===== src/rtl/smd_pkg.sv =====
package smd_pkg;

   // Which transition of a synchronised signal an edge detector reports.
   typedef enum logic [1:0] {
      EDGE_RISE = 2'd0,
      EDGE_FALL = 2'd1,
      EDGE_BOTH = 2'd2
   } edge_kind_e;

   // Counter width able to hold values 0..max_val.
   function automatic int unsigned cnt_width(input int unsigned max_val);
      return (max_val < 2) ? 1 : $clog2(max_val + 1);
   endfunction

endpackage


===== src/rtl/smd_sync.sv =====
module smd_sync #(
   parameter int unsigned WIDTH  = 2,
   parameter int unsigned STAGES = 2
) (
   input  logic             clk_i,
   input  logic             rst_ni,
   input  logic [WIDTH-1:0] d_i,
   output logic [WIDTH-1:0] q_o
);

   if (STAGES < 2) begin : g_bad_stages
      $error("smd_sync: STAGES must be at least 2");
   end
   if (WIDTH < 1) begin : g_bad_width
      $error("smd_sync: WIDTH must be at least 1");
   end

   logic [WIDTH-1:0] chain_q [STAGES];

   for (genvar s = 0; s < STAGES; s++) begin : g_stage
      if (s == 0) begin : g_first
         always_ff @(posedge clk_i or negedge rst_ni) begin
            if (!rst_ni) chain_q[s] <= '0;
            else         chain_q[s] <= d_i;
         end
      end else begin : g_next
         always_ff @(posedge clk_i or negedge rst_ni) begin
            if (!rst_ni) chain_q[s] <= '0;
            else         chain_q[s] <= chain_q[s-1];
         end
      end
   end

   assign q_o = chain_q[STAGES-1];

endmodule


===== src/rtl/smd_edge.sv =====
module smd_edge
   import smd_pkg::*;
#(
   parameter edge_kind_e KIND = EDGE_RISE
) (
   input  logic clk_i,
   input  logic rst_ni,
   input  logic sig_i,
   output logic pulse_o
);

   logic prev_q;

   always_ff @(posedge clk_i or negedge rst_ni) begin
      if (!rst_ni) prev_q <= 1'b0;
      else         prev_q <= sig_i;
   end

   if (KIND == EDGE_RISE) begin : g_rise
      assign pulse_o = sig_i & ~prev_q;
   end else if (KIND == EDGE_FALL) begin : g_fall
      assign pulse_o = ~sig_i & prev_q;
   end else begin : g_both
      assign pulse_o = sig_i ^ prev_q;
   end

   // a detected transition can never repeat on the next cycle for single-direction kinds
   if (KIND != EDGE_BOTH) begin : g_chk
      a_r2_single_cycle: assert property (@(posedge clk_i) disable iff (!rst_ni)
         pulse_o |=> !pulse_o);
   end

endmodule


===== src/rtl/smd_mode_ctl.sv =====
module smd_mode_ctl
   import smd_pkg::*;
#(
   parameter int unsigned EDGE_COUNT   = 16,
   parameter int unsigned QUIET_FRAMES = 2
) (
   input  logic clk_i,
   input  logic rst_ni,
   input  logic pin_rise_i,
   input  logic lr_toggle_i,
   input  logic lr_fall_i,
   output logic ext_mode_o
);

   localparam int unsigned CW = cnt_width(EDGE_COUNT);
   localparam int unsigned QW = cnt_width(QUIET_FRAMES);
   localparam logic [CW-1:0] EDGE_MAX  = CW'(EDGE_COUNT);
   localparam logic [CW-1:0] EDGE_LAST = CW'(EDGE_COUNT - 1);
   localparam logic [QW-1:0] QUIET_LAST = QW'(QUIET_FRAMES - 1);

   if (EDGE_COUNT < 2) begin : g_bad_edges
      $error("smd_mode_ctl: EDGE_COUNT must be at least 2");
   end
   if (QUIET_FRAMES < 1) begin : g_bad_quiet
      $error("smd_mode_ctl: QUIET_FRAMES must be at least 1");
   end

   logic [CW-1:0] edge_cnt_q;
   logic [QW-1:0] quiet_cnt_q;
   logic          seen_q;
   logic          ext_q;
   logic          burst_hit;

   // Rising edges inside the current phase; restarted at each frame-clock transition.
   always_ff @(posedge clk_i or negedge rst_ni) begin
      if (!rst_ni) begin
         edge_cnt_q <= '0;
      end else if (lr_toggle_i) begin
         edge_cnt_q <= pin_rise_i ? CW'(1) : '0;
      end else if (pin_rise_i && (edge_cnt_q != EDGE_MAX)) begin
         edge_cnt_q <= edge_cnt_q + CW'(1);
      end
   end

   assign burst_hit = pin_rise_i && !lr_toggle_i && (edge_cnt_q == EDGE_LAST);

   // Any rising edge since the last frame boundary.
   always_ff @(posedge clk_i or negedge rst_ni) begin
      if (!rst_ni) begin
         seen_q <= 1'b0;
      end else if (lr_fall_i) begin
         seen_q <= pin_rise_i;
      end else if (pin_rise_i) begin
         seen_q <= 1'b1;
      end
   end

   // Mode state with frame-count hysteresis on the way out.
   always_ff @(posedge clk_i or negedge rst_ni) begin
      if (!rst_ni) begin
         ext_q       <= 1'b0;
         quiet_cnt_q <= '0;
      end else if (!ext_q) begin
         if (burst_hit) begin
            ext_q       <= 1'b1;
            quiet_cnt_q <= '0;
         end
      end else if (lr_fall_i) begin
         if (seen_q) begin
            quiet_cnt_q <= '0;
         end else if (quiet_cnt_q == QUIET_LAST) begin
            ext_q       <= 1'b0;
            quiet_cnt_q <= '0;
         end else begin
            quiet_cnt_q <= quiet_cnt_q + QW'(1);
         end
      end
   end

   assign ext_mode_o = ext_q;

   a_r3_entry_on_edge: assert property (@(posedge clk_i) disable iff (!rst_ni)
      $rose(ext_q) |-> $past(pin_rise_i));

   a_r4_count_bounded: assert property (@(posedge clk_i) disable iff (!rst_ni)
      edge_cnt_q <= EDGE_MAX);

   a_r5_exit_on_boundary: assert property (@(posedge clk_i) disable iff (!rst_ni)
      $fell(ext_q) |-> ($past(lr_fall_i) && !$past(seen_q)));

   a_r5_quiet_bounded: assert property (@(posedge clk_i) disable iff (!rst_ni)
      quiet_cnt_q <= QUIET_LAST);

endmodule


===== src/rtl/smd_level_vote.sv =====
module smd_level_vote
   import smd_pkg::*;
#(
   parameter int unsigned VOTE_COUNT = 5
) (
   input  logic clk_i,
   input  logic rst_ni,
   input  logic enable_i,
   input  logic sample_i,
   input  logic level_i,
   output logic active_o
);

   localparam int unsigned RW = cnt_width(VOTE_COUNT);
   localparam logic [RW-1:0] RUN_MAX = RW'(VOTE_COUNT);

   if (VOTE_COUNT < 1) begin : g_bad_vote
      $error("smd_level_vote: VOTE_COUNT must be at least 1");
   end

   logic [RW-1:0] run_q;
   logic [RW-1:0] run_next;
   logic          last_q;
   logic          state_q;

   always_comb begin
      if ((run_q == '0) || (level_i != last_q)) begin
         run_next = RW'(1);
      end else if (run_q != RUN_MAX) begin
         run_next = run_q + RW'(1);
      end else begin
         run_next = run_q;
      end
   end

   always_ff @(posedge clk_i or negedge rst_ni) begin
      if (!rst_ni) begin
         run_q   <= '0;
         last_q  <= 1'b0;
         state_q <= 1'b0;
      end else if (!enable_i) begin
         run_q   <= '0;
         last_q  <= 1'b0;
         state_q <= 1'b0;
      end else if (sample_i) begin
         run_q  <= run_next;
         last_q <= level_i;
         if (run_next == RUN_MAX) begin
            state_q <= ~level_i;
         end
      end
   end

   assign active_o = state_q;

   a_r8_run_bounded: assert property (@(posedge clk_i) disable iff (!rst_ni)
      run_q <= RUN_MAX);

   a_r8_change_needs_sample: assert property (@(posedge clk_i) disable iff (!rst_ni)
      (!$stable(state_q) && $past(enable_i)) |-> $past(sample_i));

endmodule


===== src/rtl/shared_pin_mode_det.sv =====
module shared_pin_mode_det
   import smd_pkg::*;
#(
   parameter int unsigned SYNC_STAGES  = 2,
   parameter int unsigned EDGE_COUNT   = 16,
   parameter int unsigned QUIET_FRAMES = 2,
   parameter int unsigned VOTE_COUNT   = 5
) (
   input  logic clk_i,
   input  logic rst_ni,
   input  logic shared_pin_i,
   input  logic lrck_i,
   output logic ext_mode_o,
   output logic deemph_en_o,
   output logic pin_rise_o
);

   localparam int unsigned IDX_PIN = 0;
   localparam int unsigned IDX_LR  = 1;

   logic [1:0] sync_q;
   logic       pin_s;
   logic       lr_s;
   logic       pin_rise;
   logic       lr_fall;
   logic       lr_toggle;
   logic       ext_mode;
   logic       vote_state;

   smd_sync #(
      .WIDTH  (2),
      .STAGES (SYNC_STAGES)
   ) u_sync (
      .clk_i  (clk_i),
      .rst_ni (rst_ni),
      .d_i    ({lrck_i, shared_pin_i}),
      .q_o    (sync_q)
   );

   assign pin_s = sync_q[IDX_PIN];
   assign lr_s  = sync_q[IDX_LR];

   smd_edge #(.KIND(EDGE_RISE)) u_pin_rise (
      .clk_i   (clk_i),
      .rst_ni  (rst_ni),
      .sig_i   (pin_s),
      .pulse_o (pin_rise)
   );

   smd_edge #(.KIND(EDGE_FALL)) u_lr_fall (
      .clk_i   (clk_i),
      .rst_ni  (rst_ni),
      .sig_i   (lr_s),
      .pulse_o (lr_fall)
   );

   smd_edge #(.KIND(EDGE_BOTH)) u_lr_toggle (
      .clk_i   (clk_i),
      .rst_ni  (rst_ni),
      .sig_i   (lr_s),
      .pulse_o (lr_toggle)
   );

   smd_mode_ctl #(
      .EDGE_COUNT   (EDGE_COUNT),
      .QUIET_FRAMES (QUIET_FRAMES)
   ) u_mode (
      .clk_i       (clk_i),
      .rst_ni      (rst_ni),
      .pin_rise_i  (pin_rise),
      .lr_toggle_i (lr_toggle),
      .lr_fall_i   (lr_fall),
      .ext_mode_o  (ext_mode)
   );

   smd_level_vote #(
      .VOTE_COUNT (VOTE_COUNT)
   ) u_vote (
      .clk_i    (clk_i),
      .rst_ni   (rst_ni),
      .enable_i (~ext_mode),
      .sample_i (lr_fall),
      .level_i  (pin_s),
      .active_o (vote_state)
   );

   assign ext_mode_o  = ext_mode;
   assign deemph_en_o = vote_state & ~ext_mode;
   assign pin_rise_o  = pin_rise;

   // reset holds every output inactive
   a_r1_reset_idle: assert property (@(posedge clk_i)
      !rst_ni |=> (!ext_mode_o && !deemph_en_o && !pin_rise_o));

   // strobes are isolated cycles
   a_r2_strobe_isolated: assert property (@(posedge clk_i) disable iff (!rst_ni)
      pin_rise_o |=> !pin_rise_o);

   // enable only rises after a low sample at a frame boundary
   a_r6_on_low_sample: assert property (@(posedge clk_i) disable iff (!rst_ni)
      $rose(deemph_en_o) |-> ($past(lr_fall) && !$past(pin_s)));

   // enable only drops in internal mode after a high sample
   a_r7_off_high_sample: assert property (@(posedge clk_i) disable iff (!rst_ni)
      ($fell(deemph_en_o) && !ext_mode_o) |-> ($past(lr_fall) && $past(pin_s)));

   // the vote history is gone once external mode has lasted a cycle
   a_r9_history_cleared: assert property (@(posedge clk_i) disable iff (!rst_ni)
      (ext_mode_o && $past(ext_mode_o)) |-> !vote_state);

endmodule


===== config.mk =====
export PLATFORM = sky130hd
export DESIGN_NAME = shared_pin_mode_det
export DESIGN_NICKNAME = d
export VERILOG_FILES = /design/src/rtl/smd_pkg.sv /design/src/rtl/smd_sync.sv /design/src/rtl/smd_edge.sv /design/src/rtl/smd_mode_ctl.sv /design/src/rtl/smd_level_vote.sv /design/src/rtl/shared_pin_mode_det.sv
export SDC_FILE = /design/constraint.sdc
export NUM_CORES = 1
export LEC_CHECK = 0
export BUFFER_PORTS_ARGS = -buffer_cell sky130_fd_sc_hd__buf_2
export CAP_MARGIN = 20
export CORE_MARGIN = 8
export CORE_UTILIZATION = 55
export DETAILED_ROUTE_END_ITERATION = 16
export GPL_TIMING_DRIVEN = 0
export PLACE_DENSITY = 0.84
export SYNTH_ARGS = -nofsm -noshare
export SYNTH_HDL_FRONTEND = slang
export SYNTH_SLANG_ARGS = --single-unit

===== constraint.sdc =====
create_clock -name clk_i -period 2.3 [get_ports clk_i]
set_clock_uncertainty 0.2 [all_clocks]
set_input_delay 0.69 -clock clk_i [delete_from_list [all_inputs] [get_ports clk_i]]
set_output_delay 0.69 -clock clk_i [all_outputs]
set_load 0.02 [all_outputs]

==> impl_table.tex, run 1 <==
\begin{tabular}{lr}
\hline
Metric & Value \\
\hline
\multicolumn{2}{l}{\textbf{Synth}} \\
Post-synth top cells & 20 x sky130\_fd\_sc\_hd\_\_dfrtp\_1, 10 x sky130\_fd\_sc\_hd\_\_inv\_1, 7 x sky130\_fd\_sc\_hd\_\_ha\_1 \\
Average size of a mapped cell & approximately 11 um\^{}2 \\
Syn Nets & 100 \\
Fraction of registers with async set/reset & 100\% \\
Post-synthesis cell type count & 33 \\
Flops \& latches, synth & 20 \\
Proportion of synthesized chip area in sequential cells & between 50 and 60\% \\
Post-synth top area cell & sky130\_fd\_sc\_hd\_\_dfrtp\_1 \\
Top cell type's share of synthesized area & 51.5\% \\
Cell types with the largest area share after synthesis & sky130\_fd\_sc\_hd\_\_dfrtp\_1 52\%, sky130\_fd\_sc\_hd\_\_ha\_1 9.0\%, sky130\_fd\_sc\_hd\_\_inv\_1 3.9\% \\
Number of synthesized flops with an enable pin & 0 \\
Most instantiated library cell after synthesis & sky130\_fd\_sc\_hd\_\_dfrtp\_1 \\
Number of instances in the synthesized netlist & 89 \\
Total number of yosys warnings & 0 \\
Cell area after synthesis & 971 um\^{}2 \\
Main flop type after synthesis & sky130\_fd\_sc\_hd\_\_dfrtp\_1 \\
\multicolumn{2}{l}{\textbf{Power and ir drop}} \\
Pwr Density & 822 nW/um\^{}2 \\
Maximum ir drop on the vdd rail & around 0.62 mV \\
Static leakage & 0.528 nW \\
\multicolumn{2}{l}{\textbf{Global route}} \\
Global-route wire length before repair & $\sim$2600 um \\
Maximum number of pins on one net before global-route repair & 21 \\
Via count of the first global-routing pass & about 630 \\
GRT Resource Usage Total & under 10\% \\
Initial antenna violation count & 0 \\
GRT Residual Overflow & 0 \\
\multicolumn{2}{l}{\textbf{Setup path}} \\
CP max FO & 7 \\
Cell-by-cell trace of the critical path & nand2b\_1 -> inv\_1 -> buf\_2 \\
Startpoint of the worst register-to-register path & u\_vote.run\_q[0]\$\_DFFE\_PN0P\_ \\
Reg2reg path depth & 5 \\
Worst R2R End & u\_vote.active\_o\$\_DFFE\_PN0P\_ \\
Arrival @ worst endpoint & 1.27 ns \\
CP max-delay cell & sky130\_fd\_sc\_hd\_\_dfrtp\_1 \\
Capturing element type of the critical path & primary output \\
Source of the critical timing path & u\_sync.q\_o[0]\$\_DFF\_PN0\_ \\
Crit path required time & approximately 1.4 ns \\
CP Capture Point & pin\_rise\_o \\
Slack of the worst reg-to-reg path & approximately 0.26 ns \\
Kind of launch point of the worst setup path & register \\
Type of the worst setup path & reg -> out \\
Delay of the slowest critical-path stage & 0.44 ns \\
\multicolumn{2}{l}{\textbf{Final layout}} \\
Fraction of layout cells with a size suffix above 1 & 14.1\% \\
Net count of the finished layout & approximately 110 \\
ANT cells & 0 \\
P\&R area growth vs syn & 9.02\% \\
Combined flip-flop and latch cell area & between 500 and 600 um\^{}2 \\
Multi-input gate area in the final layout & around 420 um\^{}2 \\
Fill count & 134 \\
\multicolumn{2}{l}{\textbf{STA}} \\
Total Negative Setup Slacks & 0 ns \\
Final-report hold violation count & 0 \\
Smallest setup slack after layout & roughly 0.14 ns \\
Least-Margin Pin Slew & roughly 0.42 ns \\
Relative slew slack & 72.1\% \\
Portion of the clock cycle consumed by the worst path in the final layout & a little over nine tenths \\
Unrepaired setup endpoints after global routing & false \\
Min Clock Period, post-route & approximately 2.2 ns \\
Finish-stage setup viols & 0 \\
Max Clk Rate & $\sim$460 MHz \\
Max-slew violation count & 0 \\
\multicolumn{2}{l}{\textbf{Die}} \\
Die Outline Area & about 3400 um\^{}2 \\
Y dimension of the die & between 50 and 60 um \\
Initial Utilization & between 50\% and 60\% \\
Core area & around 1700 um\^{}2 \\
Site Rows & 15 \\
Die span in x & approximately 58 um \\
I/O pins & 7 \\
\multicolumn{2}{l}{\textbf{Clock network}} \\
Number of buffers on the longest clock path & 2 \\
Clock buffer count from CTS & 3 \\
Number of sinks handled by clock tree synthesis & 20 \\
CTS tree & built \\
Count of hold-fix buffers inserted at cts & 0 \\
Clock insertion delay at the later pin of the skew report & roughly 0.29 ns \\
Setup Fix Bufs, Post-CTS & 0 \\
Depth of the CTS H-tree & 1 \\
\# resized after CTS & 0 \\
Clock slew at the register clock pins of the worst setup and hold paths & roughly 0.11 ns \\
Cell at the root of the clock tree & sky130\_fd\_sc\_hd\_\_clkbuf\_4 \\
\multicolumn{2}{l}{\textbf{Placed design}} \\
Post-placement worst setup slack & between 0.2 and 0.3 ns \\
DP HPWL & about 1200 um \\
Placer Congestion & approximately 0.75 \\
Quantity of I/O buffers inserted on ports & 6 \\
\multicolumn{2}{l}{\textbf{Drt}} \\
DRC violation count after routing & 0 \\
Total via count in the routed design & between 600 and 700 \\
Via-per-instance ratio & approximately 5.8 \\
Remaining number of nets flagged by the antenna check after routing & 0 \\
Iteration-0 DRC count of the detailed router & 3 \\
Total Routed Length & $\sim$1600 um \\
Number of detailed-routing iterations run before antenna repair & 4 \\
Post-DR wirelength/cell & about 13 um \\
\multicolumn{2}{l}{\textbf{Hold path}} \\
Min-Delay Path Class & in -> async \\
\multicolumn{2}{l}{\textbf{Run status}} \\
Result of the run & finished, final reports clean \\
\multicolumn{2}{l}{\textbf{Job}} \\
MaxCap Viol Count & 0 \\
\hline
\end{tabular}
[logic make-up after synthesis]
kind of cell               Yosys count  synth area share, %
AOI/OAI and AO/OA                   17                 13.1
buffers and inverters               12                 5.03
DFF                                 20                 51.5
and+or+nand+nor                     28                 16.0
adders and majority gates            7                 9.02
xor gates and xnor gates             3                 2.71
muxes                                2                 2.58
[routing by layer]
metal	wire, um	up-vias	GRT usage (%)
li1	-	330	-
met1	734	324	12.1
met2	733	10	15.8
met3	56	4	2.21
met4	26	0	4.20
met5	0	-	0
[registers in the layout (all words and copies together) (netlist names)]
| signal | cells |
|---|---|
| u_sync.chain_q | 2 |
| u_mode.ext_mode_o | 1 |
| u_vote.active_o | 1 |
| u_mode.quiet_cnt_q | 2 |
| u_lr_fall.prev_q | 1 |
| u_pin_rise.prev_q | 1 |
| u_mode.edge_cnt_q | 5 |
| u_mode.seen_q | 1 |
| u_sync.q_o | 2 |
| u_vote.run_q | 3 |
| u_vote.last_q | 1 |
[critical path, delay by kind of cell (launching register included)]
family | cells | cell delay [ns]
buffers and inverters | 2 | 0.39
AND/OR/NAND/NOR | 1 | 0.14
flip-flops | 1 | 0.44
[metrics by stage]
stage / power [mW] / instance area, um^2 / util [%] / hold slack [ns] / std cells
global placement: 0.660 / 1020 / 60.5 / 0.133 / 112
floorplan: 0.617 / 971 / - / 0.131 / 89
finish: 0.871 / 1060 / 62.7 / 0.114 / 116
global route: 0.917 / 1060 / 62.7 / 0.146 / 116
detailed placement: 0.677 / 1020 / 60.5 / 0.136 / 112
CTS: 0.871 / 1060 / 62.7 / 0.129 / 116
[power breakdown]
group          switching (mW)  total [mW]  internal [mW]
Combinational           0.129       0.230          0.100
Clock                  0.0988       0.195         0.0964
Sequential             0.0503       0.446          0.395
Total                   0.278       0.871          0.592
[layout by cell type, fill, tap and decap left out]
cell type and n:
sky130_fd_sc_hd__a211oi_1 1, sky130_fd_sc_hd__a21boi_0 1, sky130_fd_sc_hd__a21boi_2 1, sky130_fd_sc_hd__a21o_1 3, sky130_fd_sc_hd__a21oi_1 2, sky130_fd_sc_hd__a31o_2 1, sky130_fd_sc_hd__a31oi_1 1, sky130_fd_sc_hd__a41oi_1 1
sky130_fd_sc_hd__and2_1 2, sky130_fd_sc_hd__and3_1 2, sky130_fd_sc_hd__buf_2 6, sky130_fd_sc_hd__buf_4 1, sky130_fd_sc_hd__clkbuf_1 1, sky130_fd_sc_hd__clkbuf_4 3, sky130_fd_sc_hd__clkbuf_8 1, sky130_fd_sc_hd__dfrtp_1 20
sky130_fd_sc_hd__ha_1 7, sky130_fd_sc_hd__inv_1 10, sky130_fd_sc_hd__mux2_4 1, sky130_fd_sc_hd__mux2i_1 1, sky130_fd_sc_hd__nand2_1 6, sky130_fd_sc_hd__nand2b_1 3, sky130_fd_sc_hd__nand3_1 4, sky130_fd_sc_hd__nand4_1 1
sky130_fd_sc_hd__nand4bb_1 1, sky130_fd_sc_hd__nor2_1 2, sky130_fd_sc_hd__nor2b_1 1, sky130_fd_sc_hd__nor3_1 3, sky130_fd_sc_hd__nor4_1 2, sky130_fd_sc_hd__o21a_1 2, sky130_fd_sc_hd__o21ai_0 1, sky130_fd_sc_hd__o22ai_1 1
sky130_fd_sc_hd__o311a_1 1, sky130_fd_sc_hd__o32ai_1 1, sky130_fd_sc_hd__or4b_1 1, sky130_fd_sc_hd__xnor2_1 3
[worst min-delay path by stage]
| stage | start | end | slack [ns] | depth (start not counted) |
|---|---|---|---|---|
| after floorplan | u_sync.chain_q[2]$_DFF_PN0_ | u_sync.q_o[0]$_DFF_PN0_ | 0.13 | 0 |
| after global placement | u_sync.chain_q[2]$_DFF_PN0_ | u_sync.q_o[0]$_DFF_PN0_ | 0.13 | 0 |
| after detailed placement | u_sync.chain_q[3]$_DFF_PN0_ | u_sync.q_o[1]$_DFF_PN0_ | 0.14 | 0 |
| after CTS | rst_ni | u_vote.active_o$_DFFE_PN0P_ | 0.13 | 1 |
| after global routing | rst_ni | u_mode.ext_mode_o$_DFF_PN0_ | 0.15 | 1 |
| final | rst_ni | u_vote.active_o$_DFFE_PN0P_ | 0.11 | 1 |
[cell type report]
class                   count  share of cell area (%)
repair buffers              6                    2.84
well taps                  17                    2.01
plain buffers               2                    1.06
multi-input cells          57                    39.8
clock buffers               4                    3.43
inverters                  10                    3.55
flip-flops and latches     20                    47.3
Power figures use the tool's default switching activity.
==> inputs of run 2 (changes only) <==
Settings changed: ABC_AREA from default to 1.
==> run 2 against run 1 <==
Fmax up 4.7%. Utilization increased by 1.8 points. Synthesized cell count rose by 28%. Sequential power fell by 9.0%. Critical path type unchanged. Area after synthesis increased by 2.8%. Worst hold slack lost 0.0082 ns. Combinational power is 18% lower. Via count is 13% higher. Clock power increased by 42%.
==> impl_table.tex, run 2 <==
\begin{tabular}{lr}
\hline
Metric & Value \\
\hline
\multicolumn{2}{l}{\textbf{Run status}} \\
Result of the run & finished, final reports clean \\
\multicolumn{2}{l}{\textbf{Drt}} \\
Total Routed Length & 1660 um (+6.8\%) \\
Number of detailed-routing iterations run before antenna repair & 4 (unchanged) \\
DRC violation count after routing & 0 (unchanged) \\
Iteration-0 DRC count of the detailed router & 16 (+13) \\
Total via count in the routed design & 757 (+13\%) \\
Via-per-instance ratio & 5.08 (-12\%) \\
Post-DR wirelength/cell & 11.1 um (-17\%) \\
Remaining number of nets flagged by the antenna check after routing & 0 (unchanged) \\
\multicolumn{2}{l}{\textbf{Synth}} \\
Fraction of the mapped netlist area in compound gates & 8.65\% (-4.5 points) \\
Top cell type's share of synthesized area & 50.1\% (-1.4 points) \\
Fraction of registers with async set/reset & 100\% (unchanged) \\
Number of synthesized flops with an enable pin & 0 (unchanged) \\
Post-synth top area cell & sky130\_fd\_sc\_hd\_\_dfrtp\_1 \\
Proportion of synthesized chip area in sequential cells & 50.1\% (-1.4 points) \\
Post-synthesis share of cell area spent on and, or, nand and nor gates & 23.4\% (+7.5 points) \\
Most instantiated library cell after synthesis & sky130\_fd\_sc\_hd\_\_nand2\_1 \\
Main flop type after synthesis & sky130\_fd\_sc\_hd\_\_dfrtp\_1 \\
Cell area after synthesis & 998 um\^{}2 (+2.8\%) \\
Flops \& latches, synth & 20 (unchanged) \\
Post-synthesis cell type count & 22 (-33\%) \\
Syn Nets & 125 (+25\%) \\
Synth Area in Adders & 8.77\% (-0.25 points) \\
Cell types with the largest area share after synthesis & sky130\_fd\_sc\_hd\_\_dfrtp\_1 50\%, sky130\_fd\_sc\_hd\_\_ha\_1 8.8\%, sky130\_fd\_sc\_hd\_\_nand2\_1 8.6\% \\
Total number of yosys warnings & 0 (unchanged) \\
Fraction of synthesized area in multiplexers & 0\% (-2.6 points) \\
Post-synth top cells & 23 x sky130\_fd\_sc\_hd\_\_nand2\_1, 20 x sky130\_fd\_sc\_hd\_\_dfrtp\_1, 16 x sky130\_fd\_sc\_hd\_\_inv\_1 \\
Number of instances in the synthesized netlist & 114 (+28\%) \\
Dominant combinational cell family by area after synthesis & simple AND/OR/NAND/NOR gates \\
Xor/xnor cell area share of the yosys netlist & 0\% (-2.7 points) \\
Average size of a mapped cell & 8.76 um\^{}2 (-20\%) \\
\multicolumn{2}{l}{\textbf{Clock network}} \\
Depth of the CTS H-tree & 1 (unchanged) \\
CTS tree & built \\
Clock slew at the register clock pins of the worst setup and hold paths & 0.11 ns (about the same) \\
Clock buffer count from CTS & 3 (unchanged) \\
Count of hold-fix buffers inserted at cts & 0 (unchanged) \\
Setup Fix Bufs, Post-CTS & 0 (unchanged) \\
Cell at the root of the clock tree & sky130\_fd\_sc\_hd\_\_clkbuf\_4 \\
Clock insertion delay at the later pin of the skew report & 0.30 ns (about the same) \\
Number of buffers on the longest clock path & 2 (unchanged) \\
Number of sinks handled by clock tree synthesis & 20 (unchanged) \\
\# resized after CTS & 0 (unchanged) \\
\multicolumn{2}{l}{\textbf{Final layout}} \\
Leading registers by flop count & u\_mode.edge\_cnt\_q: 5 flops, u\_vote.run\_q: 3 flops \\
Most frequent cells in the layout & 23 x sky130\_fd\_sc\_hd\_\_nand2\_1, 20 x sky130\_fd\_sc\_hd\_\_dfrtp\_1, 16 x sky130\_fd\_sc\_hd\_\_inv\_1 \\
Fraction of layout cells with a size suffix above 1 & 19.4\% (+5.2 points) \\
Utilization of the core after routing & 64.4\% (+1.8 points) \\
Commonest non-fill, non-tap cell in the layout & sky130\_fd\_sc\_hd\_\_nand2\_1 \\
P\&R area growth vs syn & 11.4\% \\
Multi-input gate area in the final layout & 408 um\^{}2 (-3.3\%) \\
Combined flip-flop and latch cell area & 500 um\^{}2 (unchanged) \\
Register bank with the most flops & u\_mode.edge\_cnt\_q \\
Net count of the finished layout & 136 (+23\%) \\
ANT cells & 0 (unchanged) \\
Max FFs per register & 5 (unchanged) \\
Final cell count without fillers & 149 (+28\%) \\
Fill count & 145 (+8.2\%) \\
\multicolumn{2}{l}{\textbf{Setup path}} \\
Reg2reg path depth & 6 (+1) \\
Arrival @ worst endpoint & 1.17 ns (-0.10 ns) \\
Kind of launch point of the worst setup path & register \\
Type of the worst setup path & reg -> out \\
Capturing element type of the critical path & primary output \\
CP max FO & 7 (unchanged) \\
Crit path required time & 1.41 ns (about the same) \\
\multicolumn{2}{l}{\textbf{STA}} \\
Max-slew violation count & 0 (unchanged) \\
Finish-stage setup viols & 0 (unchanged) \\
Total Negative Setup Slacks & 0 ns (unchanged) \\
Unrepaired setup endpoints after global routing & false \\
Portion of the clock cycle consumed by the worst path in the final layout & 89.7\% (-4.2 points) \\
Hold Worst Slack & 0.106 ns (-0.00820 ns) \\
Final-report hold violation count & 0 (unchanged) \\
Max Clk Rate & 485 MHz (+4.7\%) \\
Relative slew slack & 71.9\% (-0.29 points) \\
Min Clock Period, post-route & 2.06 ns (-0.0977 ns) \\
Least-Margin Pin Slew & 0.422 ns (+0.00429 ns) \\
\multicolumn{2}{l}{\textbf{Power and ir drop}} \\
Pwr Density & 783 nW/um\^{}2 (-4.8\%) \\
Sw frac & 28.2\% (-3.7 points) \\
Maximum ir drop on the vdd rail & 0.549 mV (-11\%) \\
Part of the power in the clock network & 31.8\% (+9.4 points) \\
Switching pwr & 0.246 mW (-12\%) \\
Internal power contribution & 0.625 mW (+5.5\%) \\
Combinational group share of total power & 21.6\% (-4.8 points) \\
Overall power & 0.871 mW (about the same) \\
Portion of total power attributed to sequential cells & 46.6\% (-4.6 points) \\
Static leakage & 0.555 nW (+5.1\%) \\
\multicolumn{2}{l}{\textbf{Global route}} \\
GRT Residual Overflow & 0 (unchanged) \\
Initial antenna violation count & 0 (unchanged) \\
Via count of the first global-routing pass & 779 (+23\%) \\
GRT Resource Usage Total & 11.7\% (+1.9 points) \\
Global-route wire length before repair & 3160 um (+22\%) \\
Maximum number of pins on one net before global-route repair & 21 (unchanged) \\
\multicolumn{2}{l}{\textbf{Placed design}} \\
Quantity of I/O buffers inserted on ports & 6 (unchanged) \\
Placed cell count & 145 (+29\%) \\
Placer Congestion & 0.742 (-0.51\%) \\
DP HPWL & 1300 um (+9.8\%) \\
\multicolumn{2}{l}{\textbf{Die}} \\
I/O pins & 7 (unchanged) \\
Die span in x & 58.6 um (+1.0\%) \\
Core area & 1730 um\^{}2 (+2.2\%) \\
Y dimension of the die & 58.6 um (+1.0\%) \\
Initial Utilization & 57.8\% (+0.34 points) \\
Die Outline Area & 3430 um\^{}2 (+2.0\%) \\
Site Rows & 15 (unchanged) \\
\multicolumn{2}{l}{\textbf{Job}} \\
MaxCap Viol Count & 0 (unchanged) \\
\multicolumn{2}{l}{\textbf{Hold path}} \\
Min-Delay Path Class & in -> async \\
\hline
\end{tabular}
## run 2: cells by family (layout without fill, tap and decap cells)
family,Yosys count,count (layout)
flops,20,20
simple gates,48,48
fa+ha+maj,7,7
buf+inv,24,34
compound gates,15,15
## run 2: layout make-up
cell class	instances	share of cell area [%]
timing repair buffer	6	2.70
buffer	1	0.337
sequential	20	45.0
tap	25	2.81
clock inverter	1	2.70
multi-input combinational	70	36.7
inverter	23	7.76
clock buffer	3	2.02
## run 2: metrics by stage
| stage | setup WS [ns] | cell area (um^2) |
|---|---|---|
| 2_1_floorplan | 0.584 | 998 |
| 6_report | 0.238 | 1110 |
| 3_5_place_dp | 0.560 | 1060 |
| 4_1_cts | 0.221 | 1110 |
| 3_3_place_gp | 0.586 | 1060 |
| 5_1_grt | 0.0992 | 1110 |
## run 2: routing by layer
metal  track usage, %  vias up  wire, um
li1                 -      386         -
met1             13.8      350       745
met2             18.9       19       786
met3             5.43        2       112
met4             2.39        0        12
met5                0        -         0
## run 2: worst paths after layout
kind | from | end | slack (ns)
worst max-delay path | u_mode.ext_mode_o$_DFF_PN0_ | deemph_en_o | 0.24
worst min register to register | u_sync.chain_q[2]$_DFF_PN0_ | u_sync.q_o[0]$_DFF_PN0_ | 0.16
worst max register to register | u_sync.q_o[1]$_DFF_PN0_ | u_mode.quiet_cnt_q[1]$_DFFE_PN0P_ | 0.63
worst min-delay path | rst_ni | u_vote.run_q[2]$_DFFE_PN0P_ | 0.11
max in group asynchronous | rst_ni | u_mode.edge_cnt_q[2]$_DFFE_PN0P_ | 1.49
min in group clk_i | u_sync.chain_q[2]$_DFF_PN0_ | u_sync.q_o[0]$_DFF_PN0_ | 0.16
## run 2: power groups by stage
stage | logic, mW | registers [mW] | clock network [mW]
floorplan | 0.149 | 0.407 | 0
global placement | 0.180 | 0.410 | 0
detailed placement | 0.189 | 0.413 | 0
CTS | 0.190 | 0.406 | 0.285
global route | 0.218 | 0.410 | 0.299
finish | 0.188 | 0.406 | 0.277
## run 2: worst max-delay path: stages, from the launching register on
cell                      delay [ns]
sky130_fd_sc_hd__dfrtp_1        0.42
sky130_fd_sc_hd__inv_1          0.16
sky130_fd_sc_hd__nand2_1        0.09
sky130_fd_sc_hd__inv_1          0.05
sky130_fd_sc_hd__buf_2          0.15
